`src/rtl/irq_prio_pkg.sv`:
```
package irq_prio_pkg;

    localparam int unsigned NLINES = 8;
    localparam int unsigned IDX_W  = $clog2(NLINES);

    typedef logic [NLINES-1:0] line_vec_t;
    typedef logic [IDX_W-1:0]  line_idx_t;
    // One bit wider than an index so that NLINES can mean "none found"
    typedef logic [IDX_W:0]    prio_t;

    typedef enum logic {
        TRIG_EDGE  = 1'b0,
        TRIG_LEVEL = 1'b1
    } trig_mode_e;

    typedef struct packed {
        logic      valid;
        line_idx_t line;
    } grant_t;

    localparam prio_t PRIO_NONE = prio_t'(NLINES);

    function automatic line_idx_t rel_to_phys(prio_t rel, line_idx_t rot);
        return line_idx_t'(rel[IDX_W-1:0] + rot);
    endfunction

endpackage

```
`src/rtl/irq_req_latch.sv`:
```
module irq_req_latch
    import irq_prio_pkg::*;
(
    input  logic       clk,
    input  logic       rst,
    input  logic       irq_lvl,
    input  trig_mode_e mode,
    input  logic       clr,
    output logic       pend_q,
    output logic       hist_q
);

    logic rise;
    assign rise = irq_lvl & ~hist_q;

    always_ff @(posedge clk) begin
        if (rst) begin
            pend_q <= 1'b0;
            hist_q <= 1'b0;
        end else begin
            hist_q <= irq_lvl;
            unique case (mode)
                TRIG_LEVEL: pend_q <= irq_lvl;
                TRIG_EDGE: begin
                    // A fresh edge has priority over a clear in the same cycle
                    if (rise)
                        pend_q <= 1'b1;
                    else if (clr)
                        pend_q <= 1'b0;
                end
                default: pend_q <= pend_q;
            endcase
        end
    end

endmodule

```
`src/rtl/irq_prio_search.sv`:
```
module irq_prio_search
    import irq_prio_pkg::*;
(
    input  line_vec_t vec,
    input  line_idx_t rot,
    output prio_t     prio
);

    line_vec_t rel_hit;

    // Reorder the vector so bit i is relative priority i
    for (genvar i = 0; i < NLINES; i++) begin : g_rel
        localparam line_idx_t REL = line_idx_t'(i);
        line_idx_t phys;
        assign phys       = REL + rot;
        assign rel_hit[i] = vec[phys];
    end

    always_comb begin
        prio = PRIO_NONE;
        for (int k = NLINES - 1; k >= 0; k--) begin
            if (rel_hit[k])
                prio = prio_t'(k);
        end
    end

endmodule

```
`src/rtl/irq_prio_arbiter.sv`:
```
module irq_prio_arbiter
    import irq_prio_pkg::*;
#(
    parameter bit          IS_MASTER    = 1'b1,
    parameter int unsigned CASCADE_LINE = 2
) (
    input  line_vec_t pend,
    input  line_vec_t mask,
    input  line_vec_t isr,
    input  line_idx_t rot,
    input  logic      nest_en,
    output grant_t    grant
);

    line_vec_t cand;
    line_vec_t isr_eff;
    prio_t     req_prio;
    prio_t     svc_prio;

    assign cand = pend & ~mask;

    if (IS_MASTER) begin : g_master
        always_comb begin
            isr_eff = isr;
            if (nest_en)
                isr_eff[CASCADE_LINE] = 1'b0;
        end
    end else begin : g_slave
        assign isr_eff = isr;
    end

    irq_prio_search u_req_search (
        .vec  (cand),
        .rot  (rot),
        .prio (req_prio)
    );

    irq_prio_search u_svc_search (
        .vec  (isr_eff),
        .rot  (rot),
        .prio (svc_prio)
    );

    always_comb begin
        grant.valid = (req_prio < svc_prio);
        grant.line  = rel_to_phys(req_prio, rot);
    end

endmodule

```
`src/rtl/irq_prio_resolver.sv`:
```
module irq_prio_resolver
    import irq_prio_pkg::*;
#(
    parameter bit          IS_MASTER    = 1'b1,
    parameter int unsigned CASCADE_LINE = 2
) (
    input  logic                 clk,
    input  logic                 rst,
    input  logic [NLINES-1:0]    irq_in,
    input  logic [NLINES-1:0]    trig_level,
    input  logic [NLINES-1:0]    mask_reg,
    input  logic [NLINES-1:0]    isr_reg,
    input  logic [IDX_W-1:0]     rot_base,
    input  logic                 nest_en,
    input  logic [NLINES-1:0]    req_clr,
    output logic                 int_valid,
    output logic [IDX_W-1:0]     int_line
);

    line_vec_t pend_q;
    line_vec_t hist_q;
    grant_t    grant_d;
    grant_t    grant_q;

    for (genvar i = 0; i < NLINES; i++) begin : g_line
        irq_req_latch u_latch (
            .clk     (clk),
            .rst     (rst),
            .irq_lvl (irq_in[i]),
            .mode    (trig_mode_e'(trig_level[i])),
            .clr     (req_clr[i]),
            .pend_q  (pend_q[i]),
            .hist_q  (hist_q[i])
        );
    end

    irq_prio_arbiter #(
        .IS_MASTER    (IS_MASTER),
        .CASCADE_LINE (CASCADE_LINE)
    ) u_arb (
        .pend    (pend_q),
        .mask    (mask_reg),
        .isr     (isr_reg),
        .rot     (rot_base),
        .nest_en (nest_en),
        .grant   (grant_d)
    );

    always_ff @(posedge clk) begin
        if (rst)
            grant_q <= '0;
        else
            grant_q <= grant_d;
    end

    assign int_valid = grant_q.valid;
    assign int_line  = grant_q.line;

endmodule

```
`config.mk`:
```
export PLATFORM = sky130hd
export DESIGN_NAME = irq_prio_resolver
export DESIGN_NICKNAME = d
export VERILOG_FILES = /design/src/rtl/irq_prio_pkg.sv /design/src/rtl/irq_req_latch.sv /design/src/rtl/irq_prio_search.sv /design/src/rtl/irq_prio_arbiter.sv /design/src/rtl/irq_prio_resolver.sv
export SDC_FILE = /design/constraint.sdc
export NUM_CORES = 1
export LEC_CHECK = 0
export BUFFER_PORTS_ARGS = -buffer_cell sky130_fd_sc_hd__buf_2
export CORE_UTILIZATION = 59
export DETAILED_ROUTE_END_ITERATION = 16
export PLACE_DENSITY = 0.86
export SYNTH_ARGS = -nofsm -noshare
export SYNTH_HDL_FRONTEND = slang
export SYNTH_HIERARCHICAL = 1
export SYNTH_SLANG_ARGS = --single-unit
```
`constraint.sdc`:
```
create_clock -name clk -period 7.07 [get_ports clk]
set_input_delay 0.3535 -clock clk [delete_from_list [all_inputs] [get_ports clk]]
set_output_delay 0.3535 -clock clk [all_outputs]
set_load 0.05 [all_outputs]
```
== Word level (Yosys, flattened, before mapping) ==
Index checks and enable logic that the tools add are counted.
Operators by class
  add/subtract/negate cells: 8
  order comparisons: 9
  eq/ne operators: 8
  mux-type cells: 73
  bitwise operators: 26
Operators by type and width (count)
  $mux W4: 16
  $bmux W1 S3: 16
  $mux W1: 33
  $lt A3 B4 Y1 const B: 8
  $ne A3 B2 Y1 const B: 8
  $not A1 Y1: 16
  $pmux W1 S2: 8
  $add A3 B3 Y3 const A: 4
  $and A1 B1 Y1: 8
  $and A8 B8 Y8: 1
  $not A8 Y8: 1
  $add A2 B3 Y3 const A: 2
  $lt A4 B4 Y1: 1
  $add A1 B3 Y3 const A: 1
  $add A3 B3 Y3: 1
Word-level totals
  flip-flop bits (word level): 20
  input port bits: 46
  output and inout bits: 4
  logic and storage cells: 142

== Depth between registers and ports, before layout ==
  depth in word-level cells: 13
  gate-level depth with buffers: 15
  mapped depth without buffers: 12

== Hierarchy ==
The synthesis kept the hierarchy.
By module, submodules not included
  irq_prio_search: times used 2, cells each 63, area each 688.2 um^2, seq. area each 0.0 um^2
  irq_req_latch: times used 8, cells each 6, area each 68.8 um^2, seq. area each 40.0 um^2
  irq_prio_arbiter: times used 1, cells each 28, area each 206.4 um^2, seq. area each 0.0 um^2
  irq_prio_resolver: times used 1, cells each 8, area each 105.1 um^2, seq. area each 80.1 um^2

== Worst setup path after synthesis ==
No wires, ideal clock.
  kind: in2reg
  start: input port rot_base[0]
  end: register grant_q, in the netlist int_valid
  setup time: 0.114 ns
  arrival: 3.175 ns
  required time: 6.956 ns
  slack: 3.781 ns
  stages on the path: 15
  path buffers: 3
  path through: buf_6 buf_12 inv_1 ha_1 buf_6 mux2_2 mux4_1 nor3_1 a21oi_1 o22ai_1 inv_1 ha_1 a2111oi_2 or3_1 nor2b_1
RTL lines
  start, declared: line irq_prio_resolver.sv:13  | input logic [IDX_W-1:0] rot_base,
  end signal, assigned: line irq_prio_resolver.sv:53  | grant_q <= grant_d;
  end, declared: line irq_prio_resolver.sv:23  | grant_t grant_q;

==> reports/results.ini <==
[run_status]
status=completed

[yosys]
yosysUniqueCellTypes=33
ys_warn_count=6
ys.flop_type=dfxtp_1
synth_top_area_frac=0.179
synthCells=210
synth-compound-area-share=0.0704
syn-num-nets=265
postSynthAreaPerCell_um2=10.7
synth-seq-cells=20
synthSimpleGateAreaFrac=0.188
mappedNetlistArea_mm2=0.00224
synthTopCellsByArea=dfxtp_1, mux4_1, mux2_2
synth.area.mux_share=0.425
synth_top_family_by_area=multiplexers
ys_seq_area_frac=0.179
yosys.area_share.adder=0.0537
yosysTopAreaCell=dfxtp_1
synth_xor_area_frac=0.0235
synth_edf_count=0
ys_async_sr_fraction=0

[floorplan]
core_mm2=0.00366
dieWidth_um=63.6
initial_utilization=0.611
ioPinCount=50
die_area_mm2=0.00404
die_y_um=63.6
core.rowCount=22

[power_and_ir_drop]
total_power_mw=0.437
peakVddDrop_mv=0.165
power_density_mw_per_mm2=173
leakagePower_nw=1.18

[worst_setup_path]
worstSetupPathType=in -> reg
crit_path_end_kind=flip-flop
worstPathRequired_ps=7220
cp-start-kind=input pin
crit_fanout=31
reg2reg_setup_slack_ps=4100
crit_arrival_ps=4070

[timing]
max_slew_margin=0.488
worst_pin_slew_ps=768
max_freq_mhz=255
finalClockSkew_ps=3.69
finalSetupTns_ps=0
finalMaxSlewViolations=0
period_needed_ps=3920
rsz0062_at_grt=no
hold_viol_final=0
period_share=0.555
final-setup-viol-count=0

[placed_design]
io_buffers=49
dp_hpwl_um=3610
gp_congestion=0.874

[clock_network]
cts_resized=0
clock_path_buffers=2
cts_buffers=3
clkLatencyLatePin_ps=260
cts-root-buf=clkbuf_8
cts_hold_buf=0
clk_pin_slew_ps=80
h-tree-depth=1
cts_sinks=20
cts_tree=yes
postCtsSetupBuffers=0

[layout]
finalNetCount=311
final_common_cell=buf_2
final_cell_mix=buf_2, mux2_2, nor2b_1
diodes=0
drive_above_1_share=0.353
num-fill-cells=281
syn_to_final_growth_pct=12.6

[grt]
grt_overflow=0
grt_pass1_vias=1701
antenna_found_initial=0
grt_max_degree=32
grt_use_total=0.252
grt_first_pass_wirelength_um=8040

[detailed_routing]
postRouteAntennaNets=0
vias=1754
drtPass1Iterations=4
avgRoutedWirePerCell_um=15.6
via_per_inst=5.79
routed_wl_um=4740
drtIter0Drc=105
drc_errors=0

[worst_hold_path]
hold_class=in -> reg

[run]
cap_violations=0

[synth_stat cells, types with 3 or more instances]
cell and count:
mux2_2 26, nor2b_1 25, dfxtp_1 20, mux2i_1 20, mux4_1 12, inv_1 11
nand2b_1 9, a21o_1 8, ha_1 8, nand2_1 8, nor4b_1 8, nor2_1 7
buf_6 4, mux4_2 4, o22ai_1 4, nor3_1 3, xnor2_1 3, xor2_1 3
[logic make-up (layout without fill, tap and decap cells)]
family,Yosys count,count (layout)
xor+xnor,6,6
compound gates,21,21
flops,20,20
simple gates,69,69
buf+inv,19,64
fa+ha+maj,9,9
mux,66,66
[metrics by stage]
step                      hold WS [ps]  instances  setup slack, ps  utilization  area [µm²]
after floorplan                    425        210             3780            -        2240
after CTS                          350        303             3190        0.688        2520
final                              346        303             3150        0.688        2520
after global placement             458        299             2990        0.669        2450
after global routing               353        303             2850        0.688        2520
after detailed placement           467        299             2920        0.669        2450
[layer usage]
metal,track usage,vias up,share of wire
met5,0,-,0
met1,0.362,811,0.49
met2,0.386,53,0.45
met4,0.0795,0,0.015
met3,0.0362,8,0.043
li1,-,882,-
[worst max-delay path, stage by stage]
cell	delay, ps
buf_2	590
inv_1	110
ha_1	630
mux2_2	420
mux4_1	530
nor3_1	230
a21oi_1	70
o22ai_1	170
inv_1	70
ha_1	300
a2111oi_2	60
or3_1	390
nor2b_1	140
[state kept, by name, summed over array words and instances (netlist names)]
register	cells
g_line.u_latch/hist_q	8
g_line.u_latch/pend_q	8
int_line	3
int_valid	1
[worst paths after layout]
kind                       startpoint                        to  cells after the start
max                       rot_base[0]                 int_valid                     13
min                         irq_in[2]  g_line[2].u_latch/hist_q                      2
max reg2reg  g_line[2].u_latch/pend_q                 int_valid                     10
min reg2reg  g_line[6].u_latch/hist_q  g_line[6].u_latch/pend_q                      2
[report_power, final]
group	internal, mW	leakage (nW)	switching [mW]
Sequential	0.124	0.167	0.00418
Clock	0.0756	0.0357	0.0380
Combinational	0.0904	0.978	0.105
[final cells by class]
type | count | area (µm²) | share of cell area
sequential | 20 | 400 | 0.159
inverter | 11 | 41.3 | 0.0164
clock buffer | 3 | 41.3 | 0.0164
multi-input combinational | 171 | 1700 | 0.675
tap | 48 | 60.1 | 0.0238
timing repair buffer | 49 | 245 | 0.0973
clock inverter | 1 | 30.0 | 0.0119
Note: power is estimated with default switching activity, not from simulation.
